[src/rtl/irq_bank_pkg.sv]
package irq_bank_pkg;
  localparam int OFF_STAT = 'h00;
  localparam int OFF_EN   = 'h08;
  localparam int OFF_OUT  = 'h10;
  localparam int OFF_RSND = 'h18;
  localparam int OFF_MASK = 'h20;

  typedef enum logic [2:0] {
    RS_NONE,
    RS_STAT,
    RS_EN,
    RS_OUT,
    RS_RSND,
    RS_MASK
  } reg_sel_e;
endpackage

[src/rtl/irq_addr_dec.sv]
module irq_addr_dec
  import irq_bank_pkg::*;
#(
  parameter int ADDR_W    = 8,
  parameter int NUM_BANKS = 2,
  parameter int STRIDE    = 'h28,
  localparam int BANK_W   = (NUM_BANKS > 1) ? $clog2(NUM_BANKS) : 1
) (
  input  logic [ADDR_W-1:0] addr,
  output logic [BANK_W-1:0] bank,
  output reg_sel_e          sel,
  output logic              hit
);
  logic [ADDR_W-1:0] quot;
  logic [ADDR_W-1:0] offs;
  logic              in_range;

  always_comb begin
    quot     = addr / ADDR_W'(STRIDE);
    offs     = addr % ADDR_W'(STRIDE);
    in_range = (quot < ADDR_W'(NUM_BANKS));
    bank     = quot[BANK_W-1:0];
    sel      = RS_NONE;
    if (in_range) begin
      if      (offs == ADDR_W'(OFF_STAT)) sel = RS_STAT;
      else if (offs == ADDR_W'(OFF_EN))   sel = RS_EN;
      else if (offs == ADDR_W'(OFF_OUT))  sel = RS_OUT;
      else if (offs == ADDR_W'(OFF_RSND)) sel = RS_RSND;
      else if (offs == ADDR_W'(OFF_MASK)) sel = RS_MASK;
    end
    hit = (sel != RS_NONE);
  end
endmodule

[src/rtl/irq_msb_find.sv]
module irq_msb_find #(
  parameter int W      = 32,
  localparam int IDX_W = (W > 1) ? $clog2(W) : 1
) (
  input  logic [W-1:0]     vec,
  output logic [IDX_W-1:0] idx,
  output logic             vld
);
  always_comb begin
    idx = '0;
    for (int i = 0; i < W; i++) begin
      if (vec[i]) idx = IDX_W'(i);
    end
    vld = |vec;
  end
endmodule

[src/rtl/irq_bank.sv]
module irq_bank #(
  parameter int W = 32
) (
  input  logic         clk,
  input  logic         rst_n,
  input  logic [W-1:0] lines,
  input  logic [W-1:0] wdata,
  input  logic         wr_stat,
  input  logic         wr_enab,
  input  logic         wr_rsnd,
  input  logic         wr_mask,
  output logic [W-1:0] pend,
  output logic [W-1:0] enab,
  output logic [W-1:0] rsnd,
  output logic [W-1:0] mreg,
  output logic [W-1:0] outst,
  output logic         req
);
  logic [W-1:0] clr_bits;

  assign clr_bits = wr_stat ? wdata : '0;
  assign outst    = pend & enab;

  always_ff @(posedge clk) begin
    if (!rst_n) begin
      pend <= '0;
      enab <= '0;
      rsnd <= '0;
      mreg <= '0;
      req  <= 1'b0;
    end else begin
      pend <= (pend & ~clr_bits) | lines;
      if (wr_enab) enab <= wdata;
      if (wr_rsnd) rsnd <= wdata;
      if (wr_mask) mreg <= wdata;
      req <= |outst;
    end
  end

  a_r1_set_wins: assert property (@(posedge clk) disable iff (!rst_n)
    $past(rst_n) |-> ((pend & $past(lines)) == $past(lines)));

  a_r2_clear_only_ones: assert property (@(posedge clk) disable iff (!rst_n)
    $past(rst_n) |-> ((pend & $past(clr_bits & ~lines)) == '0));

  a_r2_others_kept: assert property (@(posedge clk) disable iff (!rst_n)
    $past(rst_n) |-> ((pend & ~$past(clr_bits | lines)) ==
                      ($past(pend) & ~$past(clr_bits | lines))));

  a_r4_req_follows: assert property (@(posedge clk) disable iff (!rst_n)
    $past(rst_n) |-> (req == (|$past(outst))));

  a_r5_enab_holds: assert property (@(posedge clk) disable iff (!rst_n)
    ($past(rst_n) && !$past(wr_enab)) |-> $stable(enab));
endmodule

[src/rtl/irq_bank_ctrl.sv]
module irq_bank_ctrl
  import irq_bank_pkg::*;
#(
  parameter int NUM_BANKS = 2,
  parameter int SRC_W     = 32,
  parameter int ADDR_W    = 8,
  parameter int STRIDE    = 'h28,
  localparam int IDX_W    = (SRC_W > 1) ? $clog2(SRC_W) : 1,
  localparam int BANK_W   = (NUM_BANKS > 1) ? $clog2(NUM_BANKS) : 1
) (
  input  logic                       clk,
  input  logic                       rst_n,
  input  logic [NUM_BANKS*SRC_W-1:0] irq_in,
  input  logic                       wr_en,
  input  logic                       rd_en,
  input  logic [ADDR_W-1:0]          addr,
  input  logic [SRC_W-1:0]           wdata,
  output logic [SRC_W-1:0]           rdata,
  output logic [NUM_BANKS-1:0]       irq_req,
  output logic [NUM_BANKS*IDX_W-1:0] src_idx,
  output logic [NUM_BANKS-1:0]       src_vld
);
  logic [BANK_W-1:0] bank;
  reg_sel_e          sel;
  logic              hit;

  logic [SRC_W-1:0] pend_a [NUM_BANKS];
  logic [SRC_W-1:0] enab_a [NUM_BANKS];
  logic [SRC_W-1:0] rsnd_a [NUM_BANKS];
  logic [SRC_W-1:0] mreg_a [NUM_BANKS];
  logic [SRC_W-1:0] outs_a [NUM_BANKS];
  logic [SRC_W-1:0] rd_mux;

  irq_addr_dec #(
    .ADDR_W   (ADDR_W),
    .NUM_BANKS(NUM_BANKS),
    .STRIDE   (STRIDE)
  ) u_dec (
    .addr(addr),
    .bank(bank),
    .sel (sel),
    .hit (hit)
  );

  for (genvar b = 0; b < NUM_BANKS; b++) begin : g_bank
    logic mine;
    assign mine = wr_en && hit && (bank == BANK_W'(b));

    irq_bank #(.W(SRC_W)) u_bank (
      .clk    (clk),
      .rst_n  (rst_n),
      .lines  (irq_in[b*SRC_W +: SRC_W]),
      .wdata  (wdata),
      .wr_stat(mine && (sel == RS_STAT)),
      .wr_enab(mine && (sel == RS_EN)),
      .wr_rsnd(mine && (sel == RS_RSND)),
      .wr_mask(mine && (sel == RS_MASK)),
      .pend   (pend_a[b]),
      .enab   (enab_a[b]),
      .rsnd   (rsnd_a[b]),
      .mreg   (mreg_a[b]),
      .outst  (outs_a[b]),
      .req    (irq_req[b])
    );

    irq_msb_find #(.W(SRC_W)) u_msb (
      .vec(outs_a[b]),
      .idx(src_idx[b*IDX_W +: IDX_W]),
      .vld(src_vld[b])
    );

    a_r7_msb_index: assert property (@(posedge clk) disable iff (!rst_n)
      src_vld[b] |-> ((outs_a[b] >> src_idx[b*IDX_W +: IDX_W]) == SRC_W'(1)));
  end

  always_comb begin
    rd_mux = '0;
    if (hit) begin
      case (sel)
        RS_STAT: rd_mux = pend_a[bank];
        RS_EN:   rd_mux = enab_a[bank];
        RS_OUT:  rd_mux = outs_a[bank];
        RS_RSND: rd_mux = rsnd_a[bank];
        RS_MASK: rd_mux = mreg_a[bank];
        default: rd_mux = '0;
      endcase
    end
  end

  always_ff @(posedge clk) begin
    if (!rst_n) rdata <= '0;
    else if (rd_en) rdata <= rd_mux;
  end

  a_r9_unmapped_zero: assert property (@(posedge clk) disable iff (!rst_n)
    ($past(rst_n) && $past(rd_en) && !$past(hit)) |-> (rdata == '0));
endmodule

[config.mk]
export PLATFORM = sky130hd
export DESIGN_NAME = irq_bank_ctrl
export DESIGN_NICKNAME = d
export VERILOG_FILES = /design/src/rtl/irq_bank_pkg.sv /design/src/rtl/irq_addr_dec.sv /design/src/rtl/irq_msb_find.sv /design/src/rtl/irq_bank.sv /design/src/rtl/irq_bank_ctrl.sv
export SDC_FILE = /design/constraint.sdc
export NUM_CORES = 1
export LEC_CHECK = 0
export BUFFER_PORTS_ARGS = -buffer_cell sky130_fd_sc_hd__buf_2
export CORE_ASPECT_RATIO = 1.5
export CORE_MARGIN = 2
export CORE_UTILIZATION = 30
export DETAILED_ROUTE_END_ITERATION = 8
export GPL_TIMING_DRIVEN = 0
export PLACE_DENSITY = 0.47
export SETUP_SLACK_MARGIN = 0.5
export SYNTH_ARGS = -nofsm -noshare
export SYNTH_HDL_FRONTEND = slang
export SYNTH_SLANG_ARGS = --single-unit
[constraint.sdc]
create_clock -name clk -period 2.4 [get_ports clk]
set_input_delay 0.12 -clock clk [delete_from_list [all_inputs] [get_ports clk]]
set_output_delay 0.12 -clock clk [all_outputs]
set_load 0.03 [all_outputs]
; ---- Yosys cells after proc, flatten, opt, wreduce, memory -nomap -nowiden
; Cells that the tools add are included.
[totals]
regBits = 290
in_bits = 108
out_inout_bits = 46
wordCells = 136
[op_classes]
div_mod_pow = 2
order_cmp = 2
n_eq_ne = 9
mux = 87
bitwise_logic = 10
reduce_logical = 15
[ops]
columns = cell, count
row1 = $mux W32, 18
row2 = $mux W5, 32
row3 = $pmux W32 S5, 1
row4 = $and A32 B32 Y32, 4
row5 = $mux W4, 16
row6 = $not A32 Y32, 2
row7 = $or A32 B32 Y32, 2
row8 = $reduce_or A32 Y1, 2
row9 = $mux W3, 14
row10 = $eq A8 B5 Y1 const B, 2
row11 = $logic_and A1 B1 Y1, 11
row12 = $div A8 B6 Y8 const B, 1
row13 = $eq A8 B4 Y1 const B, 1
row14 = $eq A8 B6 Y1 const B, 1
row15 = $logic_not A8 Y1, 1
row16 = $lt A8 B2 Y1 const B, 1
row17 = $mod A8 B6 Y8 const B, 1
row18 = $mux W2, 4
row19 = $eq A3 B2 Y1 const B, 2
row20 = $eq A3 B3 Y1 const B, 2
row21 = $eq A3 B1 Y1 const B, 1
row22 = $reduce_bool A3 Y1, 1
row23 = $ge A2 B2 Y1 const B, 1
row24 = $mux W1, 2
row25 = 2 further kinds, 2

; ---- Longest topological paths before layout
[depth]
depth_word = 32
mapped_depth = 10
ltp_nobuf = 6

; ---- Hierarchy
; From an unflattened synthesis, not the netlist that was laid out.
[unflattened]
hier_cells = 1554
area_unflattened_um2 = 15328.5
[modules_own_cells]
columns = mod, n_inst, cells_each, area_per_inst_um2, seq_area_each_um2
row1 = irq_bank, 2, 491, 5034.8, 2582.5
row2 = irq_bank_ctrl, 1, 424, 4374.2, 640.6
row3 = irq_msb_find, 2, 62, 366.6, 0.0
row4 = irq_addr_dec, 1, 24, 151.4, 0.0

; ---- Worst setup path after synthesis
; OpenSTA, ideal clock, no wires.
[synth_path]
path_type = reg-to-output
startpoint = register g_bank[0].u_bank.pend[27]
endpoint = output port src_vld[0]
arrival_time_ps = 1849
required_time_ps = 2280
path_slack_ps = 431
stages_incl_launch_ff = 7
cell_sequence = dfxtp_1 a22oi_1 nand3_1 nor3b_1 nand2_1 or4_1 buf_4
[synth_via]
elab_chain_len = 2
[synth_rtl]
columns = element, line_no
row1 = from (decl), irq_bank.sv:12  ; output logic [W-1:0] pend,
row2 = from (signal assigned), irq_bank.sv:32  ; pend <= (pend & ~clr_bits) | lines;
row3 = $and A32 B32 Y32, irq_bank.sv:22  ; assign outst = pend & enab;
row4 = $reduce_or A32 Y1, irq_msb_find.sv:14  ; vld = |vec;
row5 = to (decl), irq_bank_ctrl.sv:21  ; output logic [NUM_BANKS-1:0] src_vld
; Every way passes these cells.

; ---- Worst setup path in the final report
[layout_path]
startpoint = register g_bank[0].u_bank.enab[3]
endpoint = output port src_idx[1]
[layout_via]
elab_chain_len = 30
[layout_rtl]
columns = element, line_no
row1 = from (decl), irq_bank.sv:13  ; output logic [W-1:0] enab,
row2 = from (signal assigned), irq_bank.sv:33  ; if (wr_enab) enab <= wdata;
row3 = $and A32 B32 Y32, irq_bank.sv:22
row4 = $mux W2, irq_msb_find.sv:12  ; if (vec[i]) idx = IDX_W'(i);
row5 = $mux W3 (4 in a row), irq_msb_find.sv:12
row6 = $mux W4 (8 in a row), irq_msb_find.sv:12
row7 = $mux W5 (16 in a row), irq_msb_find.sv:12
row8 = to (decl), irq_bank_ctrl.sv:20  ; output logic [NUM_BANKS*IDX_W-1:0] src_idx,
; Every way passes these cells.

==> results list <==
- In this run the worst setup path begins at g_bank[0].u_bank.enab[3]$_SDFFE_PN0P_.
- Worst setup endpoint: src_idx[1]
* Final weighted congestion of routability-driven global placement: 0.973
- On the final layout, the worst clock skew is between 0.015 and 0.02 ns.
- Final period util: 106%
* Worst Hold Path Cells: 5
* Class of the tightest hold or removal check: in2reg
- Effective utilization at floorplan: 30.4%
* Clock tree from TritonCTS: yes
- Maximum vdd ir drop: 0.428 mV
* # nets final: between 2000 and 2500
- Counting cells, the worst reg-to-reg path comes to 7.
- Entering global routing, the biggest net connects 13 pins.
- The analysis attributes to cell leakage a power of approximately 7.6 nW.
* Min cycle time layout: 2.54 ns
- On the critical path the largest part of the delay comes from compound AO/OA/AOI/OAI gates.
- R2r startpoint: g_bank[1].u_bank.pend[25]$_SDFF_PN0_
- Crit path max-delay cell type: a222oi_1
- nand2_1 is the most common cell in the netlist.
- The endpoint identified for the worst register-to-register timing path is g_bank[1].u_bank.req$_SDFF_PN0_.
- Class of the most critical setup path: reg2out
- Setup repair after global routing could not meet its margin everywhere.
- Number of buffers added by the clock tree synthesis step: 34
- Reg clk slew, reported paths: 0.06 ns
* Post-detail-place hpwl: 51100 um
- Antenna-violating nets left: 0
- Data on the critical path arrives at its endpoint at between 2 and 2.5 ns.
- For this run, asynchronously set or reset flops after synthesis account for 0%.
- Drt drc: 0
- Maximum fanout along the worst path: 4
- The worst setup path is captured at an output pin.
- Setup TNS after final layout: -0.695 ns
- The detailed router placed 15100 vias in this run.
* Total power divided by cell area: 616 nW/um2
* Count of buffers inserted at the top-level ports: 151
* Synth-to-Final Area Change: 32.4%
- Headroom to the max-slew limit came out at around 30%.
* Clock Latency Late Sink: between 0.5 and 0.6 ns
- Fin. max-slew vios: 0
- The checks that failed: setup timing.
- The run finished, with violations left.
* Width of the chip: 184 um
- Predominant post-synthesis flop cell: dfxtp_1
- The floorplan step set the die height to between 200 and 300 um.
- For this block, the initial DRC count from the detailed router was 1219.
* Dominant cell type by area after synthesis: dfxtp_1
* Most used routing layer in global routing: met2
- CTS saw 290 sinks.
- Synthesis produced a netlist whose cell count is 1760.
- Crit path setup slack, layout: -0.144 ns
- In this run the core area contains 98 standard-cell rows.
* Fraction of met3 tracks used by global routing: between 3 and 4%
* Total area of sequential cells: 5870 um2
- Sequential area share after synthesis: 40.0%
* Number of fillers in the final layout: approximately 4900
* Reg2Reg Setup Slack: 0.51 ns
* Number of flops mapped to enable cells by yosys: 0
- Fraction of layout cells with a size suffix above 1: 24.9%
* Global-route track usage on met2: 48.0%
- The tree is rooted in a clkbuf_16.
* Antenna violations before repair: 2
* Placed Area: 16100 um2
* Final setup vio count: 7
* Max Root-Sink Buffers: 3
* Biggest cell delay along the critical path: 0.50 ns
* ANT cells: 0
* Max-cap violations: 0
* I/O pin count: 154
- The worst setup path is launched from a flop.
* Critical Path RT: 2.28 ns
- Walking the worst path, the cells encountered are nand2_2, a222oi_1, o211ai_1, a31oi_2, o21ai_2, a21oi_4, buf_6.
- The die covers between 50000 and 60000 um2.
- In the routed layout, each cell is associated on average with a via count of 5.57.
- The via count of the first global-routing pass was 14800.
- For this run, the number of Yosys warnings is 0.
* Post-synthesis cell type count: 63
* Core footprint: 47700 um2
- Wire length of the first global-routing pass: 99900 um
- Total standard cell area after synthesis: 14500 um2
- The pre-antenna-repair detailed-routing pass consisted of 5 iterations.
- Area occupied by multi-input gates: 8430 um2
- Total global-route track usage: a little over a quarter
* Top cell type's share of synthesized area: 40.0%
- Maximum level of the CTS H-tree: 2
- Each instance of the synthesized netlist takes up on average 8.25 um2.
- Worst slack at placement: -1.08 ns
- Post-Synthesis Net Count: 1868
* Maximum clock rate: 393 MHz
- After detailed routing, the total wire length is 70300 um.
- For the pin with the worst max-slew slack, the measured transition is between 1 and 1.5 ns.
* Number of hold violations in the final report: 0
- Top post-synthesis cells by count: nand2_1, dfxtp_1, a21boi_0
* Total congestion overflow after global routing: 0
- Synth area leaders: dfxtp_1, nand2_1, a21boi_0
- Flip-flop and latch count after synthesis: 290
- For met1 alone, demand over resource in global routing was between 30% and 40%.
- Total buffers and inverters traversed by the critical path: 1
- With fillers left out, the area of the finished cells amounts to just under 20000 um2.
- Mean routed wirelength per cell: 25.9 um
- WP depth: 7
## metrics by stage
stage                     instances  power (W)  hold WS, ns  util (%)
after global placement         2511    0.00644        0.328      33.7
after detailed placement       2511    0.00644        0.332      33.7
after global routing           2714     0.0122        0.262      40.3
after floorplan                1760    0.00578        0.244         -
after CTS                      2697     0.0119        0.221      39.6
final                          2714     0.0119        0.231      40.3
## placed cells by master, fill, tap and decap left out, types with 16 or more instances in the layout
cell / netlist / routed
a21boi_0: 172 / 171
nand3_1: 22 / 18
o21ai_0: 52 / 47
clkbuf_2: 0 / 17
o22ai_1: 32 / 32
mux2i_1: 49 / 49
nor3_1: 27 / 26
dfxtp_2: 0 / 18
clkbuf_16: 0 / 37
a21oi_1: 22 / 16
nand4_1: 16 / 16
nand2_1: 529 / 505
clkbuf_1: 66 / 46
a32oi_1: 29 / 28
dfxtp_1: 290 / 260
mux2_2: 48 / 47
a21boi_1: 87 / 87
buf_6: 5 / 36
dlygate4sd3_1: 0 / 96
a31oi_1: 31 / 29
o21a_1: 66 / 66
buf_2: 50 / 165
buf_4: 14 / 65
## final cells by class
type,instances,share of cell area [%]
plain buffers,139,4.60
clock buffers,51,5.40
clock inverters,8,0.371
inverters,4,0.0781
multi-input cells,1327,43.8
flip-flops and latches,290,30.5
well taps,600,3.90
repair buffers,295,11.3
## registers in the layout (all words and copies together) (netlist names)
register	cells
g_bank.u_bank.enab	64
g_bank.u_bank.mreg	64
g_bank.u_bank.pend	64
g_bank.u_bank.req	2
g_bank.u_bank.rsnd	64
rdata	32
## tightest hold or removal path, cell delays in order
cell      delay (ns)
buf_2           0.13
and3_1          0.14
buf_2           0.17
nand2_1         0.08
a21boi_0        0.06
## kinds of logic after synthesis
group,after synthesis,share of synthesized area (%)
AO/OA/AOI/OAI,544,27.1
XOR/XNOR,2,0.121
adder cells (fa/ha/maj),1,0.0775
buffers and inverters,143,4.75
flip-flops,290,40.0
multiplexers,103,7.71
AND/OR/NAND/NOR,677,20.3
## worst min-delay path by stage
stage / from / endpoint / slack, ns
floorplan: irq_in[45] / g_bank[1].u_bank.pend[13]$_SDFF_PN0_ / 0.24
global placement: irq_in[57] / g_bank[1].u_bank.pend[25]$_SDFF_PN0_ / 0.33
detailed placement: irq_in[61] / g_bank[1].u_bank.pend[29]$_SDFF_PN0_ / 0.33
CTS: wr_en / g_bank[1].u_bank.enab[1]$_SDFFE_PN0P_ / 0.22
global route: wr_en / g_bank[1].u_bank.enab[0]$_SDFFE_PN0P_ / 0.26
finish: wr_en / g_bank[1].u_bank.enab[1]$_SDFFE_PN0P_ / 0.23
## power breakdown
group	switching, W	internal (W)
clock network	0.00218	0.00310
registers	0.000132	0.00492
logic	0.000926	0.000601
## routing by layer
metal | share of wire (%) | up-vias
met5 | 0.011 | -
met4 | 7.5 | 2
met3 | 6.3 | 218
met2 | 49 | 723
met1 | 37 | 7291
li1 | - | 6878
## timing repair
item,4_1_cts,5_1_grt
setup buffers,31,17
pin swaps,53,26
hold buffers,96,0
setup endpoints to repair,292,201
endpoints found under the hold margin,256,0
gates resized for setup,201,71
Note: power is estimated with default switching activity, not from simulation.
